==> src/rtl/rx_early_pkg.sv <==
package rx_early_pkg;
  localparam int REG_W    = 16;
  localparam int NFLAG    = 4;
  // flag indices inside the block
  localparam int F_DEST   = 0;
  localparam int F_THR    = 1;
  localparam int F_MISS   = 2;
  localparam int F_OVF    = 3;
  // bit positions in the host-visible words (shared by status and enable)
  localparam int POS_DEST = 15;
  localparam int POS_THR  = 11;
  localparam int POS_MISS = 10;
  localparam int POS_OVF  = 13;

  function automatic int flag_pos(input int idx);
    case (idx)
      F_DEST:  return POS_DEST;
      F_THR:   return POS_THR;
      F_MISS:  return POS_MISS;
      default: return POS_OVF;
    endcase
  endfunction

  function automatic logic [REG_W-1:0] enable_mask();
    logic [REG_W-1:0] m;
    m = '0;
    for (int i = 0; i < NFLAG; i++) m[flag_pos(i)] = 1'b1;
    return m;
  endfunction
endpackage

==> src/rtl/rx_frame_tracker.sv <==
module rx_frame_tracker #(
  parameter int DA_LEN = 6,
  parameter int THRESH = 128,
  localparam int CNT_W = $clog2(THRESH + 1)
) (
  input  logic clk,
  input  logic rst_n,
  input  logic beat,
  input  logic sof,
  input  logic eof,
  input  logic da_pass,
  output logic ev_sof,
  output logic ev_da,
  output logic ev_thr
);
  logic [CNT_W-1:0] cnt_q;
  logic             in_q;
  logic             pass_q;
  logic             cont;

  assign cont   = beat & ~sof & in_q;
  assign ev_sof = beat & sof;
  assign ev_da  = cont && (cnt_q == CNT_W'(DA_LEN - 1)) && da_pass;
  assign ev_thr = cont && (cnt_q == CNT_W'(THRESH - 1)) && pass_q;

  always_ff @(posedge clk) begin
    if (!rst_n) begin
      cnt_q  <= '0;
      in_q   <= 1'b0;
      pass_q <= 1'b0;
    end else begin
      if (ev_sof) begin
        cnt_q  <= CNT_W'(1);
        pass_q <= 1'b0;
      end else if (cont && cnt_q != CNT_W'(THRESH)) begin
        cnt_q <= cnt_q + CNT_W'(1);
      end
      if (ev_da) pass_q <= 1'b1;
      if (beat && (sof || in_q)) in_q <= ~eof;
    end
  end

  AST_SOF_RESTART: assert property (@(posedge clk) disable iff (!rst_n)
    ev_sof |=> (cnt_q == CNT_W'(1) && !pass_q));
endmodule

==> src/rtl/rx_miss_counter.sv <==
module rx_miss_counter #(
  parameter int W = 10
) (
  input  logic         clk,
  input  logic         rst_n,
  input  logic         miss,
  output logic [W-1:0] cnt,
  output logic         wrap
);
  assign wrap = miss && (cnt == {W{1'b1}});

  always_ff @(posedge clk) begin
    if (!rst_n)    cnt <= '0;
    else if (miss) cnt <= cnt + W'(1);
  end

  AST_MISS_WRAP: assert property (@(posedge clk) disable iff (!rst_n)
    (miss && cnt == {W{1'b1}}) |=> (cnt == '0));
  AST_MISS_STEP: assert property (@(posedge clk) disable iff (!rst_n)
    (miss && cnt != {W{1'b1}}) |=> (cnt == $past(cnt) + W'(1)));
endmodule

==> src/rtl/rx_event_flags.sv <==
module rx_event_flags #(
  parameter int N = 4
) (
  input  logic         clk,
  input  logic         rst_n,
  input  logic [N-1:0] set_v,
  input  logic [N-1:0] clr_v,
  output logic [N-1:0] q
);
  for (genvar i = 0; i < N; i++) begin : g_flag
    always_ff @(posedge clk) begin
      if (!rst_n)        q[i] <= 1'b0;
      else if (set_v[i]) q[i] <= 1'b1;
      else if (clr_v[i]) q[i] <= 1'b0;
    end

    AST_SET_WINS: assert property (@(posedge clk) disable iff (!rst_n)
      set_v[i] |=> q[i]);
    AST_CLR_TAKES: assert property (@(posedge clk) disable iff (!rst_n)
      (clr_v[i] && !set_v[i]) |=> !q[i]);
  end
endmodule

==> src/rtl/rx_early_irq.sv <==
module rx_early_irq
  import rx_early_pkg::*;
#(
  parameter int DA_LEN = 6,
  parameter int THRESH = 128,
  parameter int MISS_W = 10
) (
  input  logic              clk,
  input  logic              rst_n,
  input  logic              rx_valid,
  output logic              rx_ready,
  input  logic              rx_sof,
  input  logic              rx_eof,
  input  logic              da_pass,
  input  logic              miss_evt,
  input  logic              stat_rd,
  output logic [REG_W-1:0]  stat_rdata,
  input  logic              cfg_wr,
  input  logic [REG_W-1:0]  cfg_wdata,
  output logic [REG_W-1:0]  cfg_rdata,
  output logic [MISS_W-1:0] miss_cnt,
  output logic              irq
);
  localparam logic [REG_W-1:0] CFG_MASK = enable_mask();

  logic             beat;
  logic             ev_sof, ev_da, ev_thr, ev_ovf;
  logic [NFLAG-1:0] set_v, clr_v, flags;
  logic [REG_W-1:0] cfg_q;

  assign rx_ready = 1'b1;
  assign beat     = rx_valid & rx_ready;

  rx_frame_tracker #(.DA_LEN(DA_LEN), .THRESH(THRESH)) u_track (
    .clk(clk), .rst_n(rst_n), .beat(beat), .sof(rx_sof), .eof(rx_eof),
    .da_pass(da_pass), .ev_sof(ev_sof), .ev_da(ev_da), .ev_thr(ev_thr)
  );

  rx_miss_counter #(.W(MISS_W)) u_miss (
    .clk(clk), .rst_n(rst_n), .miss(miss_evt), .cnt(miss_cnt), .wrap(ev_ovf)
  );

  always_comb begin
    set_v         = '0;
    set_v[F_DEST] = ev_da;
    set_v[F_THR]  = ev_thr;
    set_v[F_MISS] = miss_evt;
    set_v[F_OVF]  = ev_ovf;
    clr_v         = {NFLAG{stat_rd}};
    clr_v[F_DEST] = stat_rd | ev_thr | ev_sof;
  end

  rx_event_flags #(.N(NFLAG)) u_flags (
    .clk(clk), .rst_n(rst_n), .set_v(set_v), .clr_v(clr_v), .q(flags)
  );

  always_comb begin
    stat_rdata = '0;
    for (int i = 0; i < NFLAG; i++) stat_rdata[flag_pos(i)] = flags[i];
  end

  always_ff @(posedge clk) begin
    if (!rst_n)      cfg_q <= '0;
    else if (cfg_wr) cfg_q <= cfg_wdata & CFG_MASK;
  end

  assign cfg_rdata = cfg_q;
  assign irq       = |(stat_rdata & cfg_q);

  AST_THR_RETIRES_DEST: assert property (@(posedge clk) disable iff (!rst_n)
    ev_thr |=> (stat_rdata[POS_THR] && !stat_rdata[POS_DEST]));
  AST_IRQ_DROPS: assert property (@(posedge clk) disable iff (!rst_n)
    (stat_rd && set_v == '0) |=> !irq);
  AST_CFG_MASKED: assert property (@(posedge clk) disable iff (!rst_n)
    cfg_wr |=> ((cfg_rdata & ~CFG_MASK) == '0));
endmodule

==> config.mk <==
export PLATFORM = sky130hd
export DESIGN_NAME = rx_early_irq
export DESIGN_NICKNAME = d
export VERILOG_FILES = /design/src/rtl/rx_early_pkg.sv /design/src/rtl/rx_frame_tracker.sv /design/src/rtl/rx_miss_counter.sv /design/src/rtl/rx_event_flags.sv /design/src/rtl/rx_early_irq.sv
export SDC_FILE = /design/constraint.sdc
export NUM_CORES = 1
export LEC_CHECK = 0
export ABC_AREA = 1
export BUFFER_PORTS_ARGS = -buffer_cell sky130_fd_sc_hd__buf_2
export CORE_UTILIZATION = 48
export DETAILED_ROUTE_END_ITERATION = 10
export GPL_TIMING_DRIVEN = 1
export PLACE_DENSITY_LB_ADDON = 0.2
export SYNTH_ARGS = -nofsm -noshare
export SYNTH_HDL_FRONTEND = slang
export SYNTH_HIERARCHICAL = 1
export SYNTH_SLANG_ARGS = --single-unit
==> constraint.sdc <==
create_clock -name clk -period 1.8 [get_ports clk]
set_input_delay 0 -clock clk [delete_from_list [all_inputs] [get_ports clk]]
set_output_delay 0 -clock clk [all_outputs]
set_load 0.005 [all_outputs]
Word-level counts from Yosys, hierarchy flattened:

Cells that the tools add are included.
W data, S select, Z words.

* register bits: 28
* logic and storage cells: 51
* output and inout bits: 44
* input bits: 25

* bitwise logic cells: 9
* eq/ne operators: 4
* reductions and logical operators: 16
* muxes and demuxes: 10
* $add $sub $neg: 2

Operators by type and width (count)
* $and A16 B16 Y16: 1
* $reduce_or A16 Y1: 1
* $reduce_bool A2 Y1: 6
* $add A10 B1 Y10 const B: 1
* $eq A10 B10 Y1 const B: 1
* $mux W1: 10
* $add A8 B1 Y8 const B: 1
* $eq A8 B3 Y1 const B: 1
* $eq A8 B7 Y1 const B: 1
* $ne A8 B8 Y1 const B: 1
* $logic_and A1 B1 Y1: 7
* $and A1 B1 Y1: 3
* $not A1 Y1: 3
* $or A1 B1 Y1: 2
* $reduce_or A2 Y1: 1
* $logic_or A1 B1 Y1: 1

Longest topological paths before layout:

Gate-level depths: netlist of run 1.

* word-level depth: 9
* gate-level depth with buffers: 9
* depth with buffers taken out: 9

Cells and area by module:

Netlist of run 1, hierarchy kept.

Modules (own cells, without submodules)
* rx_frame_tracker: sequential area each 200.2 µm², cells an instance 95, times used 1, area an instance 709.4 µm²
* rx_miss_counter: sequential area each 200.2 µm², cells an instance 69, times used 1, area an instance 475.5 µm²
* rx_early_irq: sequential area each 80.1 µm², cells an instance 64, times used 1, area an instance 406.6 µm²
* rx_event_flags: sequential area each 80.1 µm², cells an instance 21, times used 1, area an instance 148.9 µm²

Least setup slack after synthesis of run 1:

OpenSTA, ideal clock, no wires.

* path kind: reg2reg
* start: register u_track.cnt_q[0]
* end: register u_flags.q[0]
* buffers on the path: 0
* data required time: 1684 ps
* path slack: 536 ps
* arrival: 1148 ps
* cell stages (with the launch flop): 9
* clock period less this slack: 1264 ps
* path through: dfxtp_1 -> ha_1 -> nand3_1 -> nor3_1 -> nor2_1 -> nand2_1 -> inv_1 -> nand2_1 -> a21oi_1

* longest elaborated chain between the ends: 6
* elaborated cells between the ends (all ways): 10
* classes of those cells: eq/ne (2); mux (1); bitwise (2); reduce/logical (5)

RTL lines
* start: declaration: RTL line rx_frame_tracker.sv:16 `logic [CNT_W-1:0] cnt_q;`
* start signal: assignment: RTL line rx_frame_tracker.sv:36 `cnt_q <= cnt_q + CNT_W'(1);`
* $eq A8 B7 Y1: RTL line rx_frame_tracker.sv:24 `assign ev_thr = cont && (cnt_q == CNT_W'(THRESH - 1)) && pass_q;`
* $logic_and A1 B1 Y1 (2 in a row): RTL line rx_frame_tracker.sv:24
* named net ev_thr: RTL line rx_early_irq.sv:27 `logic ev_sof, ev_da, ev_thr, ev_ovf;`
* $or A1 B1 Y1 (2 in a row): RTL line rx_early_irq.sv:50 `clr_v[F_DEST] = stat_rd | ev_thr | ev_sof;`
* named net clr_v[0]: RTL line rx_early_irq.sv:28 `logic [NFLAG-1:0] set_v, clr_v, flags;`
* $reduce_bool A2 Y1 (no line)
* end signal: indexed assignment: RTL line rx_event_flags.sv:12 `if (!rst_n) q[i] <= 1'b0;`
* end signal: indexed assignment: RTL line rx_event_flags.sv:13 `else if (set_v[i]) q[i] <= 1'b1;`
* end signal: indexed assignment: RTL line rx_event_flags.sv:14 `else if (clr_v[i]) q[i] <= 1'b0;`
* end: declaration: RTL line rx_event_flags.sv:8 `output logic [N-1:0] q`

The timed path passes the listed nets, and every way through them passes these cells.
A chain may end at the register's enable or synchronous reset.

==> metrics.md, run 1 <==
| Metric | Value |
|---|---|
| CP Class | in -> reg |
| Skew final | 0.01601 ns |
| Worst Hold Class | in -> reg |
| Gp weighted congestion | 0.8872 |
| Endpoints failing setup | 0 |
| Post-synth top area share | 0.3221 |
| Layout area overhead | 18.69% |
| Via density | 4.538 |
| Ys flop type | dfxtp_1 |
| Outcome | completed |
| Core area | 0.003416 mm2 |
| RSZ-0062 raised after global routing | no |
| CP endpoint kind | flip-flop |
| Fmax | 593.6 MHz |
| Final wirelength | 3300 um |
| First-pass GRT wire length | 5940 um |
| Pleak | 0.9897 nW |
| Required time worst endpoint | 2.03 ns |
| Tmin final | 1.685 ns |
| Die Area | 0.003871 mm2 |
| Starting Density | 0.5095 |
| Largest net degree at the start of global routing | 18 |
| Warnings, synthesis | 6 |
| Fraction of registers with async set/reset | 0 |
| Multi-input logic area | 922.1 um2 |
| 1st-iter DRT viols | 53 |
| DRC violation count after routing | 0 |
| Drt pass-1 iters | 4 |
| Post-synthesis cell type count | 26 |
| CTS tree | built |
| Synth top area cells | dfxtp_1 (32%), nand2_1 (12%), buf_4 (11%) |
| Total grt overflow | 0 |
| Synth top cells by count | nand2_1 (57), nor2_1 (29), dfxtp_1 (28), inv_1 (28), buf_4 (25) |
| Routed wire length per instance | 9.593 um |
| Gr usage total | 0.1867 |
| Clock tree buffer depth | 2 |
| Final ANT Viol Nets | 0 |
| Number of standard cells in the final layout excluding fillers | 344 |
| FP Rows | 21 |
| Clk Tree Root Cell | clkbuf_4 |
| Syn avg cell area | 6.990 um2 |
| Clk slew on worst S/H paths | 0.14 ns |
| CP arrival | 1.92 ns |
| Yosys top cell by area | dfxtp_1 |
| Crit Path Max Fanout | 1 |
| TritonCTS Buffers | 3 |
| Hpwl dp | 2345 um |
| Antenna diodes | 0 |
| Port Buffers | 31 |
| Final period utilization | 0.9359 |
| VDD IR max | 0.2881 mV |
| Hold violation total from the final report | 0 |
| Initial antenna violation count | 0 |
| Crit start category | input pin |
| Htree depth | 1 |
| Most common cell in the netlist | nand2_1 |
| Register area share after synthesis | 0.3221 |
| Clock latency on the worst-skew pair | 0.34 ns |
| Max-Cap Viols | 0 |
| Via count | 1,561 |
| Number of synthesized register bits | 28 |
| Mapped Cells | 249 |
| DP Cell Count | 323 |
| Cell Pwr Density | 589.9 mW/mm2 |
| Fin Setup TNS | 0 ns |
| Number of flops mapped to enable cells by yosys | 0 |
| FF+latch area | 560.5 um2 |
| Vias in the first global route | 1,372 |
| Die Height | 62.22 um |
| Nets@finish | 328 |
| Share of layout cells above drive strength 1 | 0.2416 |
| Top Ports | 69 |
| Fillers | 338 |
| Max Slew Vio Count | 0 |
| Die Wd | 62.22 um |
| Post-Syn Area | 0.001740 mm2 |
| CTS sink count | 28 |
-- report_power, final --
group | switching [W] | internal, W | total, W
Clock | 0.000191 | 0.000225 | 0.000417
Combinational | 0.0000817 | 0.0000706 | 0.000152
Sequential | 0.0000143 | 0.000635 | 0.000650
Total | 0.000287 | 0.000931 | 0.00122
-- registers in the layout, summed over array words and instances, names as in the netlist --
register	count
cfg_rdata	4
u_flags/q	4
u_miss/cnt	10
u_track/cnt_q	8
u_track/in_q	1
u_track/pass_q	1
-- final cells by class --
class	instances	area share
multi-input cells	181	0.4464
flip-flops and latches	28	0.2714
repair buffers	49	0.1611
inverters	36	0.06784
well taps	46	0.02786
clock inverters	1	0.01454
clock buffers	3	0.01090
-- worst paths after layout --
path                                      start                          end  slack (ns)  cells after the start
setup / recovery                  cfg_wdata[15]   cfg_rdata[15]$_SDFFE_PN0P_        0.12                      8
hold / removal                          da_pass  u_track/pass_q$_SDFFE_PN0P_        0.09                      5
setup reg to reg  u_track/cnt_q[0]$_SDFFE_PN0P_    u_flags/q[0]$_SDFFE_PN0P_        0.39                      8
hold reg to reg     u_track/pass_q$_SDFFE_PN0P_  u_track/pass_q$_SDFFE_PN0P_        0.48                      2
-- what timing repair did --
item	CTS	global route
endpoints found under the hold margin	10	0
hold buffers	17	0
resized for setup	0	0
buffers inserted	0	0
-- worst max-delay path, stage by stage --
cell,delay [ns]
dlygate4sd3_1,0.54
buf_2,0.12
inv_1,0.04
nand2_1,0.04
dlygate4sd3_1,0.55
nand2_1,0.06
nor2_1,0.03
dlygate4sd3_1,0.54
-- cells in the final DEF, fill, tap and decap left out, drive strengths merged --
cell,synthesis,layout
a21oi,19,19
buf,27,32
bufinv,0,1
clkbuf,0,3
clkinv,1,1
conb,2,25
dfxtp,28,28
dlygate4sd3,0,17
ha,4,4
inv,35,35
nand2,69,69
nand3,14,14
nand4,4,4
nor2,37,37
nor3,2,2
o21ai,5,5
xor2,2,2
-- logic make-up (layout without fill, tap and decap cells) --
group	after synthesis	in the layout	share of synthesized area
AOI/OAI and AO/OA	24	24	0.08195
buffers and inverters	63	89	0.1977
DFF	28	28	0.3221
and+or+nand+nor	126	126	0.3551
xor gates and xnor gates	2	2	0.01007
adders and majority gates	4	4	0.02876
other	2	25	0.004315
-- per-stage QoR --
step	total power, W	utilization	setup slack (ns)	instance area (um2)	hold WS (ns)
2_1_floorplan	0.0007796	-	0.5358	1827	0.08936
3_3_place_gp	0.0007824	0.5396	0.4128	1843	0.1787
3_5_place_dp	0.0007847	0.5396	0.3736	1843	0.1819
4_1_cts	0.001234	0.6048	0.1496	2066	0.07112
5_1_grt	0.001283	0.6048	0.05450	2066	0.07489
6_report	0.001219	0.6048	0.1154	2066	0.08704
-- per-layer routing --
layer	vias up	track usage	part of all wire	wire [um]
li1	809	-	-	-
met1	698	0.2303	0.47	1552
met2	50	0.3338	0.47	1550
met3	4	0.02390	0.047	156
met4	0	0.06105	0.012	40
met5	-	0	0	0
Note: power is estimated with default switching activity, not from simulation.
==> run 2: changes to the inputs <==
--- a/config.mk
+++ b/config.mk
@@ -7,7 +7,9 @@
 export LEC_CHECK = 0
 export ABC_AREA = 1
 export BUFFER_PORTS_ARGS = -buffer_cell sky130_fd_sc_hd__buf_2
-export CORE_UTILIZATION = 48
+export CELL_PAD_IN_SITES_DETAIL_PLACEMENT = 0
+export CELL_PAD_IN_SITES_GLOBAL_PLACEMENT = 2
+export CORE_UTILIZATION = 25
 export DETAILED_ROUTE_END_ITERATION = 10
 export GPL_TIMING_DRIVEN = 1
 export PLACE_DENSITY_LB_ADDON = 0.2
==> run 2 against run 1 <==
Effect of this change: worst setup slack improved by 0.24 ns; first-iteration DRC count decreased by 26%; die area increased by 89%; clock-buffer cell count unchanged; fmax increased by 16%; utilization decreased by 30 points; clock power increased by 26%; global-route usage decreased by 7.5 points; sequential power about the same; non-clock buffer count decreased by 10; largest power group unchanged.
==> metrics.md, run 2 (synthesis gave the netlist of run 1 again) <==
| Metric | Value |
|---|---|
| Gp weighted congestion | 0.7612 |
| Vias in the first global route | 1,396 |
| Regs by FF count | u_miss/cnt: 10 flops, u_track/cnt_q: 8 flops |
| Port Buffers | 31 |
| Hold violation total from the final report | 0 |
| Metal2 WL | 1604 um |
| Endpoints failing setup | 0 |
| Antenna diodes | 0 |
| CP endpoint kind | flip-flop |
| CP max stage delay | 0.40 ns |
| Most frequent cells in the layout | nand2_1 (57), buf_2 (31), nor2_1 (29), inv_1 (28), dfxtp_1 (28) |
| Htree depth | 1 |
| Max-Cap Viols | 0 |
| Largest net degree at the start of global routing | 18 |
| Max Slew Vio Count | 0 |
| Hpwl dp | 2864 um |
| Worst Hold Class | in -> reg |
| Crit start category | flip-flop |
| Die Wd | 85.44 um |
| CP max-delay cell | dfxtp_1 |
| Met3 WL | 140 um |
| Overall power | 0.001309 W |
| FP Rows | 30 |
| Most common cell after layout, fill and taps aside | nand2_1 |
| Post-CTS Setup Bufs | 0 |
| Largest Register | u_miss/cnt |
| 1st-iter DRT viols | 39 |
| Core area | 0.006756 mm2 |
| DRC violation count after routing | 0 |
| Fillers | 782 |
| Via density | 3.976 |
| Die Area | 0.007299 mm2 |
| # hold bufs at CTS | 7 |
| Clock latency on the worst-skew pair | 0.29 ns |
| Placed Area | 0.001886 mm2 |
| Routed wire length per instance | 10.25 um |
| Fmax | 690.4 MHz |
| Pleak | 0.9552 nW |
| CTS tree | built |
| Tmin final | 1.449 ns |
| Setup slack, reg-to-reg | 0.35 ns |
| Hold path start | rst_n |
| Top Ports | 69 |
| FF-to-FF path depth | 8 |
| CTS sink count | 28 |
| First-pass GRT wire length | 6444 um |
| Final period utilization | 0.8047 |
| Clk Tree Root Cell | clkbuf_8 |
| CP arrival | 1.64 ns |
| Nets@finish | 318 |
| Hold_ws | 0.007059 ns |
| Outcome | completed |
| DRT met1 WL | 1978 um |
| Final wirelength | 3773 um |
| Hold worst-path end | u_track/cnt_q[0]$_SDFFE_PN0P_ |
| Cell Pwr Density | 645.9 mW/mm2 |
| Crit Path Max Fanout | 4 |
| Worst r2r src | u_track/cnt_q[1]$_SDFFE_PP0P_ |
| CP dominant cell by count | nand2_1 |
| Clk slew on worst S/H paths | 0.11 ns |
| Skew final | 0.004979 ns |
| RSZ-0062 raised after global routing | no |
| Top routing layer in use | met4 |
| Required time worst endpoint | 1.99 ns |
| VDD IR max | 0.2745 mV |
| Starting Density | 0.2576 |
| Final instance area | 0.002027 mm2 |
| Drt pass-1 iters | 3 |
| Total grt overflow | 0 |
| CP Class | reg -> reg |
| CP cell instances | ha_1 > nand3_1 > nor3_1 > nor2_1 > nand2_1 > inv_1 > nand2_1 > a21oi_1 |
| Layout area overhead | 16.46% |
| Worst r2r dst | u_flags/q[0]$_SDFFE_PN0P_ |
| Fin Setup TNS | 0 ns |
| Hold-critical path depth | 3 |
| Clock tree buffer depth | 2 |
| Largest register FFs | 10 |
| Share of layout cells above drive strength 1 | 0.2500 |
| TritonCTS Buffers | 3 |
| Via count | 1,463 |
| Final ANT Viol Nets | 0 |
| Cts repair resizes | 0 |
| Gr usage total | 0.1114 |
| Initial antenna violation count | 0 |
| Die Height | 85.44 um |
## run 2: cell types whose count changed in the layout (fill, tap and decap cells not counted)
cell	delta
clkbuf_8	+3
clkbuf_4	-3
dlygate4sd3_1	-10
## run 2: per-layer routing
| metal | vias to the layer above | track usage |
|---|---|---|
| met3 | 4 | 0.01654 |
| met1 | 629 | 0.1467 |
| met5 | - | 0 |
| met2 | 36 | 0.1818 |
| met4 | 0 | 0.04545 |
| li1 | 794 | - |
## run 2: worst max-delay path, delay by kind of cell (launching register included)
| kind | cells | cell delay, ns |
|---|---|---|
| buffers and inverters | 1 | 0.03 |
| adder cells (fa/ha/maj) | 1 | 0.28 |
| AND/OR/NAND/NOR | 5 | 0.59 |
| flip-flops | 1 | 0.40 |
| AO/OA/AOI/OAI | 1 | 0.05 |
## run 2: power breakdown
part           total (W)  switching (W)  internal [W]
Sequential      0.000648      0.0000137      0.000635
Clock           0.000525       0.000227      0.000299
Combinational   0.000136      0.0000809     0.0000550
## run 2: how the worst max path moves through the flow
stage	start	end	slack [ns]	cells past startpoint
floorplan	u_track/cnt_q[0]$_SDFFE_PN0P_	u_flags/q[0]$_SDFFE_PN0P_	0.54	8
global route	u_track/cnt_q[1]$_SDFFE_PP0P_	u_flags/q[0]$_SDFFE_PN0P_	0.16	8
finish	u_track/cnt_q[1]$_SDFFE_PP0P_	u_flags/q[0]$_SDFFE_PN0P_	0.35	8
global placement	u_track/cnt_q[1]$_SDFFE_PP0P_	u_flags/q[0]$_SDFFE_PN0P_	0.36	8
CTS	u_track/cnt_q[1]$_SDFFE_PP0P_	u_flags/q[0]$_SDFFE_PN0P_	0.33	8
detailed placement	u_track/cnt_q[1]$_SDFFE_PP0P_	u_flags/q[0]$_SDFFE_PN0P_	0.32	8
## run 2: metrics by stage
stage | util | cells | worst slack, ns
2_1_floorplan | - | 272 | 0.5358
3_3_place_gp | 0.2791 | 357 | 0.3628
3_5_place_dp | 0.2791 | 357 | 0.3238
4_1_cts | 0.3000 | 368 | 0.3255
5_1_grt | 0.3000 | 368 | 0.1606
6_report | 0.3000 | 368 | 0.3515
## run 2: layout make-up
| type | count | area [um2] | area share |
|---|---|---|---|
| timing repair buffer | 39 | 232.7 | 0.1148 |
| clock buffer | 3 | 41.29 | 0.02037 |
| tap | 80 | 100.1 | 0.04938 |
| clock inverter | 1 | 30.03 | 0.01481 |
| multi-input combinational | 181 | 922.1 | 0.4549 |
| sequential | 28 | 560.5 | 0.2765 |
| inverter | 36 | 140.1 | 0.06914 |
